===== src/rtl/mreq_pkg.sv =====
// Shared types for the cache request issuer.
// Assumes: kinds and states are encoded in two bits each.
package mreq_pkg;
    typedef enum logic [1:0] {
        K_FETCH = 2'b00,
        K_LOAD  = 2'b01,
        K_STORE = 2'b10,
        K_BAD   = 2'b11
    } kind_e;

    typedef enum logic [1:0] {
        ST_IDLE,
        ST_ISSUE,
        ST_WAIT_RETRY,
        ST_WAIT_RESP
    } state_e;
endpackage


===== src/rtl/mreq_extract.sv =====
// Byte-lane result trimmer: keeps the low NBYTES bytes of a response word
// and zeroes the rest.
// Assumes: nbytes has already been checked to be 1, 2, 4 or 8 by the caller.
module mreq_extract #(
    parameter int DATA_W = 64,
    parameter int SIZE_W = 4
) (
    input  logic [DATA_W-1:0] raw,
    input  logic [SIZE_W-1:0] nbytes,
    output logic [DATA_W-1:0] value
);
    localparam int LANES = DATA_W / 8;

    // One mux per byte lane: the lane survives when its index is below nbytes.
    for (genvar i = 0; i < LANES; i++) begin : g_lane
        localparam logic [SIZE_W:0] LANE_IDX = (SIZE_W+1)'(i);
        assign value[i*8 +: 8] = ({1'b0, nbytes} > LANE_IDX) ? raw[i*8 +: 8] : 8'h00;
    end
endmodule


===== src/rtl/mreq_resv.sv =====
// Single-entry address reservation for load-linked / store-conditional pairs.
// Assumes: set and clear never coincide (only one access completes per cycle).
module mreq_resv #(
    parameter int ADDR_W = 32
) (
    input  logic              clk,
    input  logic              rst_n,
    input  logic              arm,
    input  logic              disarm,
    input  logic [ADDR_W-1:0] arm_addr,
    input  logic [ADDR_W-1:0] probe_addr,
    output logic              hit
);
    logic              live_q;
    logic [ADDR_W-1:0] addr_q;

    // Track whether a reservation is armed and for which address.
    always_ff @(posedge clk) begin
        if (!rst_n) begin
            live_q <= 1'b0;
            addr_q <= '0;
        end else if (arm) begin
            live_q <= 1'b1;
            addr_q <= arm_addr;
        end else if (disarm) begin
            live_q <= 1'b0;
        end
    end

    // Report a match between the probe and the armed address.
    assign hit = live_q && (addr_q == probe_addr);
endmodule


===== src/rtl/mreq_issuer.sv =====
// Cache request issuer: presents one access at a time to a cache port,
// replays a refused access on a retry pulse, waits for the response and
// completes failed store-conditionals and malformed requests locally.
// Assumes: the port answers at most once per accepted access, and
// port_accept is only meaningful while port_valid is high.
module mreq_issuer
    import mreq_pkg::*;
#(
    parameter int ADDR_W     = 32,
    parameter int DATA_W     = 64,
    parameter int SIZE_W     = 4,
    parameter int INSN_BYTES = 4
) (
    input  logic              clk,
    input  logic              rst_n,
    input  logic              req_valid,
    input  logic [1:0]        req_kind,
    input  logic              req_atomic,
    input  logic [ADDR_W-1:0] req_addr,
    input  logic [SIZE_W-1:0] req_size,
    input  logic [DATA_W-1:0] req_wdata,
    output logic              req_ready,
    output logic              port_valid,
    output logic              port_write,
    output logic [ADDR_W-1:0] port_addr,
    output logic [SIZE_W-1:0] port_size,
    output logic [DATA_W-1:0] port_wdata,
    input  logic              port_accept,
    input  logic              port_retry,
    input  logic              resp_valid,
    input  logic [DATA_W-1:0] resp_data,
    output logic              blocked,
    output logic              done,
    output logic [DATA_W-1:0] done_data,
    output logic              done_err,
    output logic              retry_err
);
    localparam logic [SIZE_W-1:0] FETCH_SIZE = SIZE_W'(INSN_BYTES);

    state_e            state_q;
    kind_e             h_kind_q;
    logic              h_atomic_q;
    logic [ADDR_W-1:0] h_addr_q;
    logic [SIZE_W-1:0] h_size_q;
    logic [DATA_W-1:0] h_wdata_q;
    logic              blocked_q;
    logic              done_q;
    logic              done_err_q;
    logic              retry_err_q;
    logic [DATA_W-1:0] done_data_q;

    kind_e             in_kind;
    logic [SIZE_W-1:0] in_size;
    logic              take, reject, sc_fail, local_done;
    logic              retry_fire, sent, refused, finish;
    logic              resv_hit;
    logic [ADDR_W-1:0] probe_addr;
    logic [DATA_W-1:0] trimmed;
    logic [DATA_W-1:0] result;

    // Decode the incoming request: kind, effective width and local outcomes.
    always_comb begin
        in_kind    = kind_e'(req_kind);
        in_size    = (in_kind == K_FETCH) ? FETCH_SIZE : req_size;
        take       = req_valid && (state_q == ST_IDLE);
        reject     = (in_kind == K_BAD) ||
                     !(in_size == SIZE_W'(1) || in_size == SIZE_W'(2) ||
                       in_size == SIZE_W'(4) || in_size == SIZE_W'(8));
        sc_fail    = (in_kind == K_STORE) && req_atomic && !resv_hit;
        local_done = take && (reject || sc_fail);
    end

    // Port-side handshake terms.
    always_comb begin
        retry_fire = (state_q == ST_WAIT_RETRY) && port_retry;
        port_valid = (state_q == ST_ISSUE) || retry_fire;
        sent       = port_valid && port_accept;
        refused    = port_valid && !port_accept;
        finish     = (state_q == ST_WAIT_RESP) && resp_valid;
    end

    // Reservation probe address: the new request while idle, else the held one.
    assign probe_addr = (state_q == ST_IDLE) ? req_addr : h_addr_q;

    mreq_resv #(.ADDR_W(ADDR_W)) resv_i (
        .clk        (clk),
        .rst_n      (rst_n),
        .arm        (finish && (h_kind_q == K_LOAD) && h_atomic_q),
        .disarm     (finish && (h_kind_q == K_STORE) && (h_atomic_q || resv_hit)),
        .arm_addr   (h_addr_q),
        .probe_addr (probe_addr),
        .hit        (resv_hit)
    );

    mreq_extract #(.DATA_W(DATA_W), .SIZE_W(SIZE_W)) extract_i (
        .raw    (resp_data),
        .nbytes (h_size_q),
        .value  (trimmed)
    );

    // Completion value: trimmed data for reads, success flag for stores.
    always_comb begin
        if (h_kind_q == K_STORE) result = h_atomic_q ? DATA_W'(1) : '0;
        else                     result = trimmed;
    end

    // Access state machine: idle, issue, wait for retry, wait for response.
    always_ff @(posedge clk) begin
        if (!rst_n) begin
            state_q <= ST_IDLE;
        end else begin
            unique case (state_q)
                ST_IDLE:       if (take && !reject && !sc_fail) state_q <= ST_ISSUE;
                ST_ISSUE:      state_q <= sent ? ST_WAIT_RESP : ST_WAIT_RETRY;
                ST_WAIT_RETRY: if (sent) state_q <= ST_WAIT_RESP;
                ST_WAIT_RESP:  if (finish) state_q <= ST_IDLE;
                default:       state_q <= ST_IDLE;
            endcase
        end
    end

    // Hold the taken request so a refused access can be replayed unchanged.
    always_ff @(posedge clk) begin
        if (!rst_n) begin
            h_kind_q   <= K_FETCH;
            h_atomic_q <= 1'b0;
            h_addr_q   <= '0;
            h_size_q   <= '0;
            h_wdata_q  <= '0;
        end else if (take && !reject && !sc_fail) begin
            h_kind_q   <= in_kind;
            h_atomic_q <= req_atomic && (in_kind != K_FETCH);
            h_addr_q   <= req_addr;
            h_size_q   <= in_size;
            h_wdata_q  <= req_wdata;
        end
    end

    // Blocked flag: raised by a refusal, dropped by an acceptance.
    always_ff @(posedge clk) begin
        if (!rst_n)       blocked_q <= 1'b0;
        else if (refused) blocked_q <= 1'b1;
        else if (sent)    blocked_q <= 1'b0;
    end

    // Completion strobe, result, error flags.
    always_ff @(posedge clk) begin
        if (!rst_n) begin
            done_q      <= 1'b0;
            done_err_q  <= 1'b0;
            done_data_q <= '0;
            retry_err_q <= 1'b0;
        end else begin
            done_q      <= local_done || finish;
            done_err_q  <= take && reject;
            done_data_q <= finish ? result : '0;
            retry_err_q <= port_retry && (state_q != ST_WAIT_RETRY);
        end
    end

    assign req_ready  = (state_q == ST_IDLE);
    assign port_write = (h_kind_q == K_STORE);
    assign port_addr  = h_addr_q;
    assign port_size  = h_size_q;
    assign port_wdata = h_wdata_q;
    assign blocked    = blocked_q;
    assign done       = done_q;
    assign done_data  = done_data_q;
    assign done_err   = done_err_q;
    assign retry_err  = retry_err_q;
endmodule


===== config.mk =====
export PLATFORM = sky130hd
export DESIGN_NAME = mreq_issuer
export DESIGN_NICKNAME = d
export VERILOG_FILES = /design/src/rtl/mreq_pkg.sv /design/src/rtl/mreq_extract.sv /design/src/rtl/mreq_resv.sv /design/src/rtl/mreq_issuer.sv
export SDC_FILE = /design/constraint.sdc
export NUM_CORES = 1
export LEC_CHECK = 0
export CAP_MARGIN = 20
export CORE_AREA = 2 2 134 136
export CTS_CLUSTER_SIZE = 28
export DETAILED_ROUTE_END_ITERATION = 10
export DIE_AREA = 0 0 136 138
export DONT_BUFFER_PORTS = 1
export GPL_TIMING_DRIVEN = 0
export PLACE_DENSITY = 0.66
export SLEW_MARGIN = 10
export SYNTH_ARGS = -nofsm -noshare
export SYNTH_HDL_FRONTEND = slang
export SYNTH_HIERARCHICAL = 1
export SYNTH_SLANG_ARGS = --single-unit

===== constraint.sdc =====
create_clock -name clk -period 3.8 [get_ports clk]
set_clock_uncertainty 0.1 [all_clocks]
set_input_delay 0.19 -clock clk [delete_from_list [all_inputs] [get_ports clk]]
set_output_delay 0.19 -clock clk [all_outputs]
set_load 0.02 [all_outputs]

==> run_summary.xml, run 1 <==
<?xml version="1.0" encoding="UTF-8"?>
<metrics>
  <group name="synth">
    <metric name="netlist_top_cells_area" unit="">sky130_fd_sc_hd__dfxtp_1 (49%), sky130_fd_sc_hd__nand3_1 (6.2%), sky130_fd_sc_hd__nor2b_1 (5.9%)</metric>
    <metric name="leading_register_cell_type_out_of_synthesis" unit="">sky130_fd_sc_hd__dfxtp_1</metric>
    <metric name="synthDominantCellAreaShare" unit="%">49.48</metric>
    <metric name="synthesis.area" unit="um^2">8334</metric>
    <metric name="sequential_element_share_of_the_synthesized_area" unit="%">49.48</metric>
    <metric name="syn-num-nets" unit="">1088</metric>
    <metric name="syn-mean-instance-area" unit="um^2">9.148</metric>
    <metric name="yosys_register_bits" unit="">206</metric>
    <metric name="synth.largest_area_cell" unit="">sky130_fd_sc_hd__dfxtp_1</metric>
    <metric name="postSynth.asyncResetShare" unit="%">0</metric>
    <metric name="yosysWarnings" unit="">6</metric>
    <metric name="synthCells" unit="">911</metric>
    <metric name="ys_types" unit="">41</metric>
    <metric name="synth_edf_count" unit="">0</metric>
    <metric name="netlist_top_cells_count" unit="">sky130_fd_sc_hd__dfxtp_1 (206), sky130_fd_sc_hd__nand2_1 (115), sky130_fd_sc_hd__nand3_1 (103), sky130_fd_sc_hd__o21ai_0 (90), sky130_fd_sc_hd__nor2b_1 (78)</metric>
    <metric name="synth_most_common_cell" unit="">sky130_fd_sc_hd__dfxtp_1</metric>
  </group>
  <group name="power_and_ir_drop">
    <metric name="share_of_power_burned_in_the_clock_network" unit="%">36.2</metric>
    <metric name="peakVddDrop" unit="uV">391.0</metric>
    <metric name="p_leak" unit="nW">4.336</metric>
    <metric name="p_switching" unit="W">0.001791</metric>
    <metric name="power.density" unit="nW/um^2">533.7</metric>
    <metric name="portion_of_total_power_attributed_to_sequential_cells" unit="%">42.0</metric>
    <metric name="pwr-share-comb" unit="%">21.8</metric>
    <metric name="internal-power" unit="W">0.004303</metric>
    <metric name="power.share.switching" unit="%">29.39</metric>
    <metric name="totalPowerFinal" unit="W">0.006094</metric>
  </group>
  <group name="worst_setup_path">
    <metric name="worstPathRequired" unit="ps">4130</metric>
    <metric name="crit_path_end_kind" unit="">flop</metric>
    <metric name="worstPathArrival" unit="ps">4040</metric>
    <metric name="critical_path_class" unit="">reg2reg</metric>
    <metric name="setup.worst_path.start" unit="">state_q[1]</metric>
    <metric name="reg2reg_from" unit="">state_q[1]</metric>
    <metric name="crit_path_start_kind" unit="">flop</metric>
    <metric name="setup.reg_to_reg.worst_slack" unit="ps">80</metric>
    <metric name="reg2reg_depth" unit="">17</metric>
    <metric name="worstPathMaxFanout" unit="">10</metric>
    <metric name="crit_reg_reg_endpoint" unit="">port_wdata[39]</metric>
  </group>
  <group name="layout">
    <metric name="final_util" unit="%">65.12</metric>
    <metric name="drive_gt1_share" unit="%">11.44</metric>
    <metric name="syn2layout_area_growth" unit="%">37.01</metric>
    <metric name="final_net_count" unit="">1292</metric>
  </group>
  <group name="sta">
    <metric name="timing_max_transition_violations_final" unit="">0</metric>
    <metric name="worst_max_slew_pin_slew" unit="ps">1007</metric>
    <metric name="fmaxAchievable" unit="GHz">0.2690</metric>
    <metric name="hold-worst-slack" unit="ps">-14.00</metric>
    <metric name="hold_viol_final" unit="">1</metric>
    <metric name="final_min_period_over_clock_period" unit="%">97.84</metric>
    <metric name="finalWorstPathRequiredPeriod" unit="ps">3718</metric>
    <metric name="timing.slew.headroom" unit="%">32.33</metric>
    <metric name="rsz0062_at_grt" unit="">yes</metric>
    <metric name="final_setup_violating_endpoints" unit="">0</metric>
  </group>
  <group name="floorplan">
    <metric name="die_area" unit="um^2">18770</metric>
    <metric name="floorplan.core_area" unit="um^2">17530</metric>
    <metric name="chipWidth" unit="um">136</metric>
    <metric name="die_height" unit="um">138</metric>
    <metric name="rows" unit="">49</metric>
    <metric name="starting_density_of_the_core" unit="%">47.53</metric>
    <metric name="num_io_pins" unit="">344</metric>
  </group>
  <group name="outcome">
    <metric name="violations_in_the_final_reports" unit="">negative hold slack</metric>
    <metric name="outcome" unit="">finished with violations</metric>
  </group>
  <group name="grt">
    <metric name="maximum_number_of_pins_on_one_net_before_global_route_repair" unit="">15</metric>
    <metric name="grt_pass1_wl" unit="um">42350</metric>
    <metric name="overflow_after_grt" unit="">0</metric>
    <metric name="grt_antenna_before_repair" unit="">5</metric>
    <metric name="gr-usage-all-layers" unit="%">28.81</metric>
    <metric name="first_global_vias" unit="">7622</metric>
  </group>
  <group name="routing">
    <metric name="detailroute.via_count" unit="">7410</metric>
    <metric name="firstDrtPassIters" unit="">5</metric>
    <metric name="detail_route.vias_per_cell" unit="">5.449</metric>
    <metric name="drt_iter0_markers" unit="">447</metric>
    <metric name="post-route-drc-count" unit="">0</metric>
    <metric name="ant_nets" unit="">0</metric>
    <metric name="routed_wire_length_per_instance" unit="um">20.96</metric>
    <metric name="postRouteWirelength" unit="um">28510</metric>
  </group>
  <group name="clocking">
    <metric name="worstSkewPairLatency" unit="ps">500</metric>
    <metric name="clock_tree.root_cell" unit="">sky130_fd_sc_hd__clkbuf_16</metric>
    <metric name="tritoncts.num_buffers" unit="">22</metric>
    <metric name="ctsHtreeMaxLevel" unit="">1</metric>
    <metric name="tritoncts_num_sinks" unit="">206</metric>
    <metric name="cts.path.max_buffers" unit="">3</metric>
    <metric name="tritoncts" unit="">yes</metric>
    <metric name="worst_setup_hold_path_clk_slew" unit="ps">60</metric>
  </group>
  <group name="placement">
    <metric name="finalWeightedCongestion" unit="">0.8420</metric>
    <metric name="io_buffer_count" unit="">0</metric>
    <metric name="post-dp-hpwl" unit="um">18400</metric>
  </group>
  <group name="hold_path">
    <metric name="min_path_cells" unit="">4</metric>
    <metric name="hold_path_class" unit="">in2reg</metric>
    <metric name="holdPathEnd" unit="">state_q[1]</metric>
    <metric name="hold_path.startpoint" unit="">req_valid</metric>
  </group>
  <group name="flow_run">
    <metric name="max_cap_violations" unit="">0</metric>
  </group>
</metrics>
## power by group through the flow
stage	sequential (W)	clock [W]	combinational (W)
global route	0.00257	0.00231	0.00142
floorplan	0.00255	0	0.000714
global placement	0.00260	0	0.000916
detailed placement	0.00260	0	0.000927
CTS	0.00255	0.00222	0.00120
finish	0.00256	0.00221	0.00133
## layout by cell type (no fill, tap or decap), types with 26 or more instances in the layout
cell type / netlist / final
sky130_fd_sc_hd__mux2i_1: 33 / 33
sky130_fd_sc_hd__clkbuf_16: 0 / 26
sky130_fd_sc_hd__dlygate4sd3_1: 0 / 172
sky130_fd_sc_hd__o21ai_0: 90 / 81
sky130_fd_sc_hd__nor2b_1: 78 / 78
sky130_fd_sc_hd__nand2_1: 115 / 115
sky130_fd_sc_hd__nand3_1: 103 / 102
sky130_fd_sc_hd__and2_1: 72 / 72
sky130_fd_sc_hd__dfxtp_1: 206 / 204
sky130_fd_sc_hd__xor2_1: 28 / 28
sky130_fd_sc_hd__clkbuf_1: 39 / 32
## repair_timing
| action | CTS | global route |
|---|---|---|
| hold endpoints to repair | 191 | 0 |
| resized for setup | 28 | 48 |
| setup endpoints to repair | 106 | 105 |
| hold buffers | 172 | 0 |
| gates cloned | 0 | 1 |
| pin swaps | 5 | 9 |
| buffers inserted | 3 | 4 |
## final cells by class
class,instances,area (um^2)
Fill cell,1354,6116
Buffer,64,436.7
Sequential cell,206,4129
Multi-Input combinational cell,635,3973
Clock inverter,7,93.84
Timing Repair Buffer,180,1815
Antenna cell,3,7.507
Inverter,6,25.02
Tap cell,229,286.5
Clock buffer,30,651.9
## state kept, by name, indices dropped and copies added, names as in the netlist, 2 cells and up
name / flops
done_data: 64
port_wdata: 64
port_addr: 32
resv_i/addr_q: 32
port_size: 4
h_kind_q: 2
state_q: 2
## logic make-up (layout without fill, tap and decap cells)
family	after synthesis	after routing	share of synthesized area, %
fa+ha+maj	4	4	0.6005
mux	65	65	8.287
other cells	0	3	0
compound gates	133	133	9.083
xor+xnor	32	32	3.363
buf+inv	70	287	3.948
flops	206	206	49.48
simple gates	401	401	25.24
## worst max-delay path, cell delays in order (launching register included)
cell	delay, ps
sky130_fd_sc_hd__dfxtp_2	370
sky130_fd_sc_hd__inv_2	60
sky130_fd_sc_hd__ha_4	190
sky130_fd_sc_hd__clkbuf_16	170
sky130_fd_sc_hd__clkbuf_16	170
sky130_fd_sc_hd__mux2_4	300
sky130_fd_sc_hd__xor2_1	150
sky130_fd_sc_hd__nor4_2	360
sky130_fd_sc_hd__nand2_1	160
sky130_fd_sc_hd__nor4_4	350
sky130_fd_sc_hd__and4bb_4	300
sky130_fd_sc_hd__a211oi_4	190
sky130_fd_sc_hd__buf_6	160
sky130_fd_sc_hd__buf_12	120
sky130_fd_sc_hd__buf_12	130
sky130_fd_sc_hd__buf_8	120
sky130_fd_sc_hd__nand3_1	90
sky130_fd_sc_hd__o21ai_1	120
## per-stage QoR
step	instance area [um^2]	setup WS [ps]	hold slack, ps	setup TNS [ps]	instances
6_report	11420	82.16	-14.00	0	1360
5_1_grt	11420	-40.24	9.279	-546.5	1360
2_1_floorplan	8339	85.02	203.8	0	911
3_3_place_gp	8626	-1107	208.3	-107560	1140
3_5_place_dp	8626	-1096	214.4	-107010	1140
4_1_cts	11250	15.51	1.979	0	1352
## routing by layer
layer	up-vias	GRT usage [%]	wire (um)
li1	3474	-	-
met1	3498	32.53	10760
met2	334	48.51	13730
met3	100	9.461	2726
met4	4	14.09	1248
met5	-	0	31
## worst max-delay path by stage
stage                                end  cells past startpoint
final                     port_wdata[39]                     17
after global routing      port_wdata[39]                     17
after floorplan           port_wdata[37]                     16
after CTS                 port_wdata[17]                     17
after detailed placement  port_wdata[48]                     15
after global placement    port_wdata[48]                     15
No activity file was read; power rests on OpenSTA's default activity.
==> inputs of run 2 (changes only) <==
--- a/config.mk
+++ b/config.mk
@@ -6,13 +6,12 @@
 export NUM_CORES = 1
 export LEC_CHECK = 0
 export CAP_MARGIN = 20
-export CORE_AREA = 2 2 134 136
+export CORE_MARGIN = 1.5
+export CORE_UTILIZATION = 25
 export CTS_CLUSTER_SIZE = 28
 export DETAILED_ROUTE_END_ITERATION = 10
-export DIE_AREA = 0 0 136 138
 export DONT_BUFFER_PORTS = 1
 export GPL_TIMING_DRIVEN = 0
-export PLACE_DENSITY = 0.66
 export SLEW_MARGIN = 10
 export SYNTH_ARGS = -nofsm -noshare
 export SYNTH_HDL_FRONTEND = slang
==> run 2 against run 1 <==
  * Critical path depth stayed put
  * Clock power is 3% higher
  * Total power is 7.7% higher
  * Cell count is 17% higher
  * Critical endpoint is now port_wdata[51]
  * Critical path type unchanged
  * The run ends with negative setup slack left
  * Combinational power is 30% higher
  * First-iteration DRC count is 15% lower
  * Die area is 84% higher
  * Final area is 9.0% higher
  * Largest power group unchanged
  * Sequential power hardly changed
==> run_summary.xml, run 2 (synthesis results as in run 1) <==
<?xml version="1.0" encoding="UTF-8"?>
<metrics>
  <group name="routing">
    <metric name="postRouteWirelength" unit="um">32240</metric>
    <metric name="post-route-drc-count" unit="">0</metric>
    <metric name="detail_route.vias_per_cell" unit="">4.671</metric>
    <metric name="firstDrtPassIters" unit="">5</metric>
    <metric name="detailroute.via_count" unit="">7460</metric>
    <metric name="ant_nets" unit="">0</metric>
    <metric name="routed_wire_length_per_instance" unit="um">20.19</metric>
    <metric name="drt_iter0_markers" unit="">381</metric>
  </group>
  <group name="worst_setup_path">
    <metric name="worstPathRequired" unit="ps">4160</metric>
    <metric name="crit_path_start_kind" unit="">flop</metric>
    <metric name="worst_path_most_repeated_cell" unit="">sky130_fd_sc_hd__clkbuf_16</metric>
    <metric name="worstPathArrival" unit="ps">4180</metric>
    <metric name="critPathMaxStageDelay" unit="ps">350</metric>
    <metric name="critical_path.cell_chain" unit="">inv_4 -&gt; ha_4 -&gt; clkbuf_16 -&gt; clkbuf_16 -&gt; mux2_2 -&gt; xor2_1 -&gt; nor4_1 -&gt; nand2_1 -&gt; nor4_4 -&gt; and4bb_2 -&gt; a211oi_4 -&gt; buf_12 -&gt; buf_12 -&gt; buf_4 -&gt; clkbuf_16 -&gt; nand3_1 -&gt; o21ai_1</metric>
    <metric name="critical_path_class" unit="">reg2reg</metric>
    <metric name="cpMaxStageDelayCell" unit="">sky130_fd_sc_hd__dfxtp_4</metric>
    <metric name="crit_path_end_kind" unit="">flop</metric>
    <metric name="worstPathMaxFanout" unit="">7</metric>
  </group>
  <group name="clocking">
    <metric name="cts.path.max_buffers" unit="">3</metric>
    <metric name="ctsHtreeMaxLevel" unit="">1</metric>
    <metric name="tritoncts_num_sinks" unit="">206</metric>
    <metric name="clock_tree.root_cell" unit="">sky130_fd_sc_hd__clkbuf_16</metric>
    <metric name="tritoncts.num_buffers" unit="">25</metric>
    <metric name="tritoncts" unit="">yes</metric>
    <metric name="worst_setup_hold_path_clk_slew" unit="ps">60</metric>
    <metric name="worstSkewPairLatency" unit="ps">540</metric>
  </group>
  <group name="grt">
    <metric name="grt_antenna_before_repair" unit="">0</metric>
    <metric name="overflow_after_grt" unit="">0</metric>
    <metric name="grt_most_used_layer" unit="">met2</metric>
    <metric name="first_global_vias" unit="">7474</metric>
    <metric name="gr-usage-all-layers" unit="%">16.99</metric>
    <metric name="grt_pass1_wl" unit="um">44210</metric>
    <metric name="groute.layer.met1.usage" unit="%">19.04</metric>
    <metric name="groute.layer.met3.usage" unit="%">5.048</metric>
    <metric name="maximum_number_of_pins_on_one_net_before_global_route_repair" unit="">13</metric>
    <metric name="globalRouteMet2Util" unit="%">31.10</metric>
  </group>
  <group name="sta">
    <metric name="final_setup_violating_endpoints" unit="">3</metric>
    <metric name="setup_ws" unit="ps">-15.44</metric>
    <metric name="hold_viol_final" unit="">0</metric>
    <metric name="fmaxAchievable" unit="GHz">0.2621</metric>
    <metric name="timing_max_transition_violations_final" unit="">0</metric>
    <metric name="final_min_period_over_clock_period" unit="%">100.4</metric>
    <metric name="timing.slew.headroom" unit="%">38.53</metric>
    <metric name="rsz0062_at_grt" unit="">yes</metric>
    <metric name="worst_max_slew_pin_slew" unit="ps">917.8</metric>
    <metric name="finalWorstPathRequiredPeriod" unit="ps">3815</metric>
  </group>
  <group name="power_and_ir_drop">
    <metric name="power.density" unit="nW/um^2">527.5</metric>
    <metric name="totalPowerFinal" unit="W">0.006565</metric>
    <metric name="p_leak" unit="nW">4.606</metric>
    <metric name="peakVddDrop" unit="uV">311.8</metric>
  </group>
  <group name="layout">
    <metric name="n_antenna_cell" unit="">0</metric>
    <metric name="stdcell_count" unit="">1597</metric>
    <metric name="final_common_cell" unit="">sky130_fd_sc_hd__dfxtp_1</metric>
    <metric name="syn2layout_area_growth" unit="%">49.33</metric>
    <metric name="drive_gt1_share" unit="%">17.49</metric>
    <metric name="final_cell_mix" unit="">sky130_fd_sc_hd__dfxtp_1 (204), sky130_fd_sc_hd__dlygate4sd3_1 (172), sky130_fd_sc_hd__nand2_1 (115)</metric>
    <metric name="final_net_count" unit="">1319</metric>
    <metric name="final_util" unit="%">38.06</metric>
  </group>
  <group name="floorplan">
    <metric name="die_area" unit="um^2">34440</metric>
    <metric name="starting_density_of_the_core" unit="%">25.49</metric>
    <metric name="die_height" unit="um">185.6</metric>
    <metric name="chipWidth" unit="um">185.6</metric>
    <metric name="rows" unit="">66</metric>
    <metric name="floorplan.core_area" unit="um^2">32700</metric>
    <metric name="num_io_pins" unit="">344</metric>
  </group>
  <group name="placement">
    <metric name="post-dp-hpwl" unit="um">20980</metric>
    <metric name="dp_cells" unit="">1353</metric>
    <metric name="io_buffer_count" unit="">0</metric>
    <metric name="finalWeightedCongestion" unit="">0.7535</metric>
  </group>
  <group name="flow_run">
    <metric name="max_cap_violations" unit="">0</metric>
  </group>
  <group name="outcome">
    <metric name="outcome" unit="">finished with violations</metric>
    <metric name="violations_in_the_final_reports" unit="">negative setup slack</metric>
  </group>
  <group name="hold_path">
    <metric name="hold_path_class" unit="">in2reg</metric>
  </group>
</metrics>
## run 2: cell count changes in the layout (fill, tap and decap cells not counted), sizes merged
cell	change
inv	+1
buf	+18
clkbuf	+12
clkinv	-1
clkinvlp	-2
bufinv	-1
diode	-3
## run 2: repair_timing
item / CTS / global route
gates cloned: 3 / 9
buffers inserted: 12 / 10
hold buffers: 172 / 0
endpoints found under the hold margin: 190 / 0
setup endpoints to repair: 107 / 105
pin swaps: 7 / 36
resized for setup: 59 / 167
## run 2: metrics by stage
| step | worst slack (ps) | hold slack (ps) | area (um^2) | TNS (ps) |
|---|---|---|---|---|
| floorplan | 85.02 | 203.8 | 8339 | 0 |
| global placement | -1328 | 210.7 | 8892 | -126730 |
| detailed placement | -1348 | 213.4 | 8892 | -129550 |
| CTS | -7.305 | 3.092 | 11760 | -15.49 |
| global route | -198.3 | 35.92 | 12450 | -13960 |
| finish | -15.44 | 15.36 | 12450 | -38.23 |
## run 2: final cells by class
class	count	area [um^2]
Sequential cell	206	4129
Inverter	6	25.02
Timing Repair Buffer	206	2226
Multi-Input combinational cell	635	4250
Clock inverter	4	52.55
Tap cell	442	553.0
Fill cell	3167	20260
Clock buffer	36	706.9
Buffer	62	503.0
## run 2: final timing paths
check / cells after the start / from / slack [ps] / end
worst max-delay path: 17 / state_q[1] / -20 / port_wdata[51]
worst max register to register: 17 / state_q[1] / -20 / port_wdata[51]
worst min-delay path: 2 / rst_n / 20 / resv_i/addr_q[4]
worst min register to register: 2 / h_kind_q[0] / 380 / h_kind_q[0]
## run 2: worst max-delay path, delay by kind of cell, from the launching register on
kind / cells / cell delay, ps
AND/OR/NAND/NOR: 5 / 1210
buffers and inverters: 7 / 1000
flip-flops: 1 / 350
multiplexers: 1 / 340
AO/OA/AOI/OAI: 2 / 340
adder cells (fa/ha/maj): 1 / 220
XOR/XNOR: 1 / 170
## run 2: where the power goes
group	internal, W	total (W)	switching, W
Sequential	0.00229	0.00256	0.000272
Combinational	0.000915	0.00173	0.000820
Clock	0.00134	0.00227	0.000925
Total	0.00455	0.00657	0.00202
## run 2: routing by layer
layer	vias up	wire length (um)
li1	3521	-
met2	330	16250
met4	0	769
met3	48	2970
met1	3561	12250
met5	-	0
